`config.mk`:
```
export PLATFORM = sky130hd
export DESIGN_NAME = spi_shift_engine
export DESIGN_NICKNAME = d
export VERILOG_FILES = /design/src/rtl/spi_eng_pkg.sv /design/src/rtl/spi_eng_baud.sv /design/src/rtl/spi_eng_txreg.sv /design/src/rtl/spi_eng_rxasm.sv /design/src/rtl/spi_shift_engine.sv
export SDC_FILE = /design/constraint.sdc
export NUM_CORES = 1
export LEC_CHECK = 0
export BUFFER_PORTS_ARGS = -buffer_cell sky130_fd_sc_hd__buf_2
export CORE_ASPECT_RATIO = 2
export CORE_UTILIZATION = 40
export CTS_CLUSTER_DIAMETER = 40
export DETAILED_ROUTE_END_ITERATION = 16
export GPL_TIMING_DRIVEN = 0
export PLACE_DENSITY = 0.57
export SLEW_MARGIN = 25
export SYNTH_ARGS = -nofsm -noshare
export SYNTH_HDL_FRONTEND = slang
export SYNTH_SLANG_ARGS = --single-unit
```
`constraint.sdc`:
```
create_clock -name clk -period 6.8 [get_ports clk]
set_input_delay 0.34 -clock clk [delete_from_list [all_inputs] [get_ports clk]]
set_output_delay 0.34 -clock clk [all_outputs]
set_load 0.02 [all_outputs]
```
`src/rtl/spi_eng_pkg.sv`:
```
package spi_eng_pkg;

    typedef enum logic [1:0] {
        S_IDLE   = 2'd0,
        S_HALF_A = 2'd1,
        S_HALF_B = 2'd2,
        S_STALL  = 2'd3
    } eng_state_t;

    typedef struct packed {
        logic cpol;
        logic lead_sample;
        logic msb_first;
        logic loopback;
        logic tx_off;
        logic rx_off;
        logic idle_lvl;
    } eng_flags_t;

endpackage

```
`src/rtl/spi_eng_baud.sv`:
```
module spi_eng_baud #(
    parameter int BAUD_W = 16
) (
    input  logic              clk,
    input  logic              rst_n,
    input  logic              run,
    input  logic [BAUD_W-1:0] limit,
    output logic              tick
);

    logic [BAUD_W-1:0] cnt_q;

    assign tick = run && (cnt_q == limit);

    always_ff @(posedge clk or negedge rst_n) begin
        if (!rst_n) begin
            cnt_q <= '0;
        end else if (!run || tick) begin
            cnt_q <= '0;
        end else begin
            cnt_q <= cnt_q + 1'b1;
        end
    end

endmodule

```
`src/rtl/spi_eng_txreg.sv`:
```
module spi_eng_txreg #(
    parameter int DATA_W = 32,
    parameter int LEN_W  = $clog2(DATA_W)
) (
    input  logic              clk,
    input  logic              rst_n,
    input  logic              load,
    input  logic [DATA_W-1:0] load_word,
    input  logic [LEN_W-1:0]  bit_idx,
    output logic              bit_out
);

    logic [DATA_W-1:0] word_q;

    always_ff @(posedge clk or negedge rst_n) begin
        if (!rst_n) begin
            word_q <= '0;
        end else if (load) begin
            word_q <= load_word;
        end
    end

    assign bit_out = word_q[bit_idx];

endmodule

```
`src/rtl/spi_eng_rxasm.sv`:
```
module spi_eng_rxasm #(
    parameter int DATA_W = 32,
    parameter int LEN_W  = $clog2(DATA_W)
) (
    input  logic              clk,
    input  logic              rst_n,
    input  logic              clear,
    input  logic              sample,
    input  logic              sample_bit,
    input  logic [LEN_W-1:0]  bit_idx,
    input  logic              commit,
    input  logic              rx_ready,
    output logic              rx_valid,
    output logic [DATA_W-1:0] rx_data
);

    logic [DATA_W-1:0] asm_q;

    // assembly register: cleared per word so unused upper bits read zero
    always_ff @(posedge clk or negedge rst_n) begin
        if (!rst_n) begin
            asm_q <= '0;
        end else if (clear) begin
            asm_q <= '0;
        end else if (sample) begin
            asm_q[bit_idx] <= sample_bit;
        end
    end

    // one-word holding stage towards the consumer
    always_ff @(posedge clk or negedge rst_n) begin
        if (!rst_n) begin
            rx_valid <= 1'b0;
            rx_data  <= '0;
        end else if (commit) begin
            rx_valid <= 1'b1;
            rx_data  <= asm_q;
        end else if (rx_ready) begin
            rx_valid <= 1'b0;
        end
    end

endmodule

```
`src/rtl/spi_shift_engine.sv`:
```
module spi_shift_engine
    import spi_eng_pkg::*;
#(
    parameter int DATA_W = 32,
    parameter int BAUD_W = 16,
    parameter int LEN_W  = $clog2(DATA_W)
) (
    input  logic              clk,
    input  logic              rst_n,
    input  logic [LEN_W-1:0]  cfg_len_m1,
    input  logic              cfg_cpol,
    input  logic              cfg_lead_sample,
    input  logic              cfg_msb_first,
    input  logic              cfg_loopback,
    input  logic              cfg_tx_off,
    input  logic              cfg_rx_off,
    input  logic              cfg_idle_level,
    input  logic [BAUD_W-1:0] baud_div,
    input  logic              tx_valid,
    output logic              tx_ready,
    input  logic [DATA_W-1:0] tx_data,
    output logic              rx_valid,
    input  logic              rx_ready,
    output logic [DATA_W-1:0] rx_data,
    output logic              sclk,
    output logic              mosi,
    input  logic              miso,
    output logic              busy
);

    eng_state_t        state_q, state_d;
    eng_flags_t        flags_q;
    logic [LEN_W-1:0]  len_q;
    logic [BAUD_W-1:0] baud_q;
    logic [LEN_W-1:0]  bit_cnt_q;

    logic tick, run, last_bit, word_end, hold_free;
    logic finish, commit, load, tx_start, rxonly_start;
    logic [LEN_W-1:0] bit_idx;
    logic tx_bit, wire_bit, rx_in;

    // event decode
    assign run          = (state_q == S_HALF_A) || (state_q == S_HALF_B);
    assign last_bit     = (bit_cnt_q == len_q);
    assign word_end     = (state_q == S_HALF_B) && tick && last_bit;
    assign hold_free    = !rx_valid || rx_ready;
    assign finish       = (word_end && (flags_q.rx_off || hold_free))
                        || ((state_q == S_STALL) && rx_ready);
    assign commit       = (word_end && !flags_q.rx_off && hold_free)
                        || ((state_q == S_STALL) && rx_ready);
    assign tx_start     = !cfg_tx_off && tx_valid;
    assign rxonly_start = cfg_tx_off && !cfg_rx_off && hold_free;
    assign load         = ((state_q == S_IDLE) && (tx_start || rxonly_start))
                        || (finish && tx_start);
    assign tx_ready     = load && !cfg_tx_off;

    assign bit_idx  = flags_q.msb_first ? (len_q - bit_cnt_q) : bit_cnt_q;
    assign wire_bit = flags_q.tx_off ? flags_q.idle_lvl : tx_bit;
    assign rx_in    = flags_q.loopback ? wire_bit : miso;

    spi_eng_baud #(
        .BAUD_W (BAUD_W)
    ) u_baud (
        .clk   (clk),
        .rst_n (rst_n),
        .run   (run),
        .limit (baud_q),
        .tick  (tick)
    );

    spi_eng_txreg #(
        .DATA_W (DATA_W),
        .LEN_W  (LEN_W)
    ) u_txreg (
        .clk       (clk),
        .rst_n     (rst_n),
        .load      (load),
        .load_word (tx_data),
        .bit_idx   (bit_idx),
        .bit_out   (tx_bit)
    );

    spi_eng_rxasm #(
        .DATA_W (DATA_W),
        .LEN_W  (LEN_W)
    ) u_rxasm (
        .clk        (clk),
        .rst_n      (rst_n),
        .clear      (load),
        .sample     ((state_q == S_HALF_A) && tick),
        .sample_bit (rx_in),
        .bit_idx    (bit_idx),
        .commit     (commit),
        .rx_ready   (rx_ready),
        .rx_valid   (rx_valid),
        .rx_data    (rx_data)
    );

    // next-state logic
    always_comb begin
        state_d = state_q;
        unique case (state_q)
            S_IDLE: begin
                if (load) state_d = S_HALF_A;
            end
            S_HALF_A: begin
                if (tick) state_d = S_HALF_B;
            end
            S_HALF_B: begin
                if (tick) begin
                    if (!last_bit)   state_d = S_HALF_A;
                    else if (load)   state_d = S_HALF_A;
                    else if (finish) state_d = S_IDLE;
                    else             state_d = S_STALL;
                end
            end
            S_STALL: begin
                if (rx_ready) state_d = load ? S_HALF_A : S_IDLE;
            end
            default: state_d = S_IDLE;
        endcase
    end

    // state register and per-word context
    always_ff @(posedge clk or negedge rst_n) begin
        if (!rst_n) begin
            state_q   <= S_IDLE;
            flags_q   <= '0;
            len_q     <= '0;
            baud_q    <= '0;
            bit_cnt_q <= '0;
        end else begin
            state_q <= state_d;
            if (load) begin
                flags_q   <= '{cpol:        cfg_cpol,
                               lead_sample: cfg_lead_sample,
                               msb_first:   cfg_msb_first,
                               loopback:    cfg_loopback,
                               tx_off:      cfg_tx_off,
                               rx_off:      cfg_rx_off,
                               idle_lvl:    cfg_idle_level};
                len_q     <= cfg_len_m1;
                baud_q    <= baud_div;
                bit_cnt_q <= '0;
            end else if ((state_q == S_HALF_B) && tick && !last_bit) begin
                bit_cnt_q <= bit_cnt_q + 1'b1;
            end
        end
    end

    // outputs per state
    always_comb begin
        busy = (state_q != S_IDLE);
        unique case (state_q)
            S_IDLE: begin
                sclk = cfg_cpol;
                mosi = cfg_idle_level;
            end
            S_HALF_A: begin
                sclk = flags_q.cpol ^ ~flags_q.lead_sample;
                mosi = wire_bit;
            end
            S_HALF_B: begin
                sclk = flags_q.cpol ^ flags_q.lead_sample;
                mosi = wire_bit;
            end
            S_STALL: begin
                sclk = flags_q.cpol;
                mosi = flags_q.idle_lvl;
            end
            default: begin
                sclk = cfg_cpol;
                mosi = cfg_idle_level;
            end
        endcase
    end

endmodule

```
# == Yosys cells after proc, flatten, opt, wreduce, memory -nomap -nowiden ==
# Cells that the tools add are included.
# op_classes
eq_ne,9
mul,0
n_div,0
n_addsub,3
reduce_logical,37
shifts,0
bitwise_logic,3
mux,26
magnitude_cmp,2
# ops
cell,n
32-bit 2-to-1 mux,2
32-bit bitwise mux,1
16-bit by 1-bit adder with 16-bit output (second input constant),1
16-bit == test,1
1-bit logical AND,16
16-bit 2-to-1 mux,1
5-bit 2-to-1 mux,3
2-bit 2-to-1 mux,7
1-bit logical OR,8
2-bit != test (second input constant),4
2-bit case mux with 4 select lines,1
2-bit nonzero test,4
1-bit 2-to-1 mux,7
1-bit logical NOT,6
5-bit by 6-bit less-than comparator with 1-bit output (second input constant),1
5-bit by 1-bit adder with 5-bit output (second input constant),1
1-bit binary-select mux with 5-bit select,1
1-bit demux with 5-bit select,1
5-bit == test,1
5-bit by 1-bit greater-or-equal comparator with 1-bit output (second input constant),1
5-bit subtractor,1
2-bit == test (second input constant),2
1-bit case mux with 4 select lines,1
4-bit AND reduction,1
6 further kinds,7
# word_totals
romBits,0
wordCells,96
latch_bits,0
mem_count,0
ramBits,0
in_bits,65
reg_bits,148

# == Logic depth before layout (Yosys ltp) ==
# logic_depth
depth_word,13
ltp_mapped,13

# == Cells and area by module ==
# From an unflattened synthesis, not the netlist that was laid out.
# unflattened
hier_cells,604
hier_area_um2,7304.5
# modules_own_cells
module,area_per_inst_um2,seq_area_each_um2,instances,cells_each
spi_eng_rxasm,2817.7,1626.6,1,221
spi_shift_engine,1986.9,875.8,1,173
spi_eng_txreg,1505.2,800.8,1,109
spi_eng_baud,994.7,400.4,1,101

# == Least setup slack after synthesis ==
# No wires, ideal clock.
# synth_path
kind,register to output
startpoint,register len_q[0]
endpoint,output mosi
required_ns,6.460
t_arrival_ns,2.903
n_path_buf,1
slack_ns,3.557
path_stages_with_launch,13
path_cell_list,dfrtp_1 inv_1 ha_1 inv_1 fa_1 a21o_1 a2111oi_2 and4b_4 or2_1 buf_6 a311oi_2 o31ai_1 a21oi_1
# synth_between
elab_chain_len,6
# synth_lines
element,line_no,rtl
"start, declared",spi_shift_engine.sv:33,logic [LEN_W-1:0] len_q;
"start signal, assigned",spi_shift_engine.sv:142,len_q <= cfg_len_m1;
5-bit subtractor,spi_shift_engine.sv:57,assign bit_idx = flags_q.msb_first ? (len_q - bit_cnt_q) : bit_cnt_q;
5-bit 2-to-1 mux,spi_shift_engine.sv:57,
1-bit binary-select mux with 5-bit select,spi_eng_txreg.sv:23,assign bit_out = word_q[bit_idx];
1-bit 2-to-1 mux (implied by the code),spi_eng_txreg.sv:23,
1-bit 2-to-1 mux,spi_shift_engine.sv:58,assign wire_bit = flags_q.tx_off ? flags_q.idle_lvl : tx_bit;
1-bit case mux with 3 select lines,spi_shift_engine.sv:154,unique case (state_q)
"end, declared",spi_shift_engine.sv:26,"output logic mosi,"
# No other way between the ends. The select of a mux whose other input is x is not followed.

# == Final worst setup path ==
# Same ends and word-level chain as after synthesis.

==> impl_metrics.sql <==
INSERT INTO impl_metrics (metric_group, metric, value, unit) VALUES
('status', 'run_status', 'finished clean', ''),
('clock_network', 'cts_root_buffer', 'clkbuf_16', ''),
('worst_hold_path', 'holdPathStages', '2', ''),
('worst_setup_path', 'crit-reg2reg-capture', 'u_rxasm.asm_q[26]', ''),
('floorplanning', 'floorplan.core_area', '18900', 'um2'),
('timing', 'final.period_utilization', '62.2', '%'),
('cells_and_area', 'layout.core_utilization', '48.9', '%'),
('route', 'dr_total_vias', '5627', ''),
('worst_setup_path', 'worstSetupPathType', 'register to output pin', ''),
('power_and_ir_drop', 'power.leakage', '3.99', 'nW'),
('worst_setup_path', 'critical-path-top-delay-family', 'compound AO/OA/AOI/OAI gates', ''),
('timing', 'worst_relative_slew_slack', '38.7', '%'),
('worst_setup_path', 'cp.depth', '13', ''),
('route', 'post_drt_wl_per_cell', '19.0', 'um'),
('cells_and_area', 'final_design_area_no_fill', '9240', 'um2'),
('route', 'detail_route.iter0.violations', '220', ''),
('clock_network', 'worst_skew_pair.late_latency', '0.43', 'ns'),
('logic_synthesis', 'syn_area_per_cell', '11.9', 'um2'),
('floorplanning', 'std_cell_rows', '71', ''),
('power_and_ir_drop', 'vdd.ir_drop.worst', '215', 'uV'),
('logic_synthesis', 'synth_cell_types', '61', ''),
('timing', 'setup_total_negative_slack', '0', 'ns'),
('timing', 'setup-violations-final', '0', ''),
('placed_design', 'hpwl', '15000', 'um'),
('cells_and_area', 'sequential_cell_area', '3700', 'um2'),
('placed_design', 'place_worst_setup_slack', '2.96', 'ns'),
('floorplanning', 'fp.dieW', '100', 'um'),
('global_route', 'global_route_wire_length_before_repair', '32100', 'um'),
('route', 'drc', '0', ''),
('timing', 'hold_violations', '0', ''),
('cells_and_area', 'filler_cell_count', '1744', ''),
('logic_synthesis', 'synth.ff_latch_count', '148', ''),
('timing', 'max_slew.worst_pin.slew', '0.918', 'ns'),
('route', 'dr.pass1.iters', '4', ''),
('worst_setup_path', 'critical-path-slowest-cell', 'fa_1', ''),
('global_route', 'vias_in_the_first_global_route', '6245', ''),
('cells_and_area', 'finish.net_count', '849', ''),
('cells_and_area', 'area_delta_synth_final', '19.1', '%'),
('flow_run', 'max_cap_viol_count', '0', ''),
('clock_network', 'cts_made_buffers', '17', ''),
('clock_network', 'clock-sinks', '148', ''),
('global_route', 'grt_max_degree', '92', ''),
('logic_synthesis', 'syn-instance-count', '650', ''),
('cells_and_area', 'mostFrequentLayoutCells', 'dfrtp_1, buf_2, mux2_2', ''),
('logic_synthesis', 'synth-seq-area-share', '47.7', '%'),
('logic_synthesis', 'synth-warning-count', '0', ''),
('cells_and_area', 'multiInputGateArea', '3800', 'um2'),
('route', 'routed_wl', '19800', 'um'),
('floorplanning', 'die_height', '199', 'um'),
('clock_network', 'cts_repair_resize_count', '0', ''),
('clock_network', 'cts_tree', 'done', ''),
('worst_setup_path', 'path_cells', 'inv_1 > ha_1 > inv_1 > fa_1 > xnor2_1 > a21oi_1 > buf_2 > nand2_1 > a32o_1 > nor4_1 > o31ai_1 > a21oi_1 > buf_2', ''),
('cells_and_area', 'layout_commonest_cell', 'dfrtp_1', ''),
('worst_setup_path', 'worstReg2RegStart', 'len_q[0]', ''),
('logic_synthesis', 'dominantRegCellSynth', 'dfrtp_1', ''),
('placed_design', 'gp_congestion', '0.876', ''),
('timing', 'finalCriticalPeriod', '4.23', 'ns'),
('worst_setup_path', 'setup_crit_start_kind', 'register', ''),
('power_and_ir_drop', 'total_power_consumption', '3.90', 'mW'),
('worst_setup_path', 'r2r_setup_slack', '3.19', 'ns'),
('worst_setup_path', 'cpPeakStageDelay', '0.45', 'ns'),
('timing', 'postLayoutSetupSlackWorst', '2.57', 'ns'),
('timing', 'max_clock_freq', '237', 'MHz'),
('global_route', 'grt_overflow', '0', ''),
('worst_hold_path', 'hold_class', 'input pin to register', ''),
('route', 'detail_route.vias_per_cell', '5.41', ''),
('worst_hold_path', 'hold-path-endpoint', 'u_txreg.word_q[3]', ''),
('global_route', 'antenna_violations_before_repair', '1', ''),
('cells_and_area', 'n_antenna_cell', '0', ''),
('worst_setup_path', 'timing.reg2reg.worst_path_depth', '12', ''),
('placed_design', 'dpl-instance-area', '8620', 'um2');
Yosys cell counts (all sizes together), types with 5 or more instances:
cell type	count	area [um2]
a31oi	5	31.3
xor2	9	78.8
dfrtp	148	3700
nand4	14	100
nor4	30	272
a211oi	32	395
ha	11	138
nor3	6	35.0
and2	33	206
a21oi	11	55.1
inv	19	71.3
buf	19	118
xnor2	26	228
o21ai	11	58.8
or3	5	31.3
clkbuf	20	75.1
nor2	27	104
nand2	27	101
mux2i	37	370
nand3	16	80.1
mux2	93	1050
nor4b	5	43.8
where the power goes:
part,switching (mW),total [mW],internal (mW)
clock,0.398,0.980,0.582
sequential,0.164,1.25,1.09
combinational,1.04,1.66,0.617
cell families after synthesis:
group | Yosys count | share of synthesized area (%)
adder cells (fa/ha/maj) | 12 | 2.03
XOR/XNOR | 35 | 3.95
flip-flops | 148 | 47.7
buffers and inverters | 58 | 3.40
AO/OA/AOI/OAI | 83 | 9.79
AND/OR/NAND/NOR | 182 | 14.3
multiplexers | 132 | 18.8
registers in the layout, indices dropped and copies added (netlist names):
name,flops
bit_cnt_q,5
len_q,5
baud_q,16
u_txreg.word_q,32
flags_q,7
state_q,2
u_rxasm.asm_q,32
u_rxasm.rx_data,32
u_baud.cnt_q,16
u_rxasm.rx_valid,1
per-layer routing:
metal | share of wire (%) | GRT usage [%] | vias to the layer above | routed length (um)
met1 | 35 | 20.5 | 2855 | 6890
met3 | 2.7 | 3.65 | 44 | 538
met2 | 59 | 42.1 | 114 | 11600
met5 | 0.086 | 0 | - | 17
met4 | 3.5 | 9.82 | 2 | 701
li1 | - | - | 2612 | -
area by class of cell:
cell class	count	area share [%]
multi-input combinational	444	41.1
inverter	19	0.772
tap	255	3.45
clock inverter	14	1.94
buffer	39	2.08
clock buffer	18	4.64
timing repair buffer	103	5.98
sequential	148	40.1
how the worst max path moves through the flow:
stage | endpoint | slack (ns)
6_report | mosi | 2.57
5_1_grt | mosi | 2.29
4_1_cts | mosi | 2.49
3_5_place_dp | mosi | 2.96
3_3_place_gp | mosi | 3.03
2_1_floorplan | mosi | 3.56
stage by stage:
step | instances | hold slack (ns)
after CTS | 1040 | 0.119
after global placement | 1006 | 0.463
after floorplan | 650 | 0.0444
after global routing | 1040 | 0.130
after detailed placement | 1007 | 0.296
final | 1040 | 0.129
worst register-to-register path: stages (launching register included):
cell	delay, ns
dfrtp_1	0.37
inv_1	0.06
ha_1	0.16
inv_1	0.06
fa_1	0.45
xnor2_1	0.22
a21oi_1	0.33
mux2_2	0.40
o311ai_0	0.39
nor4_1	0.17
nor3_2	0.38
buf_2	0.37
a211oi_2	0.13
what timing repair did:
action,4_1_cts,5_1_grt
hold buffers,1,0
buffers inserted,0,0
endpoints found under the hold margin,57,0
No activity file was read; power rests on OpenSTA's default activity.
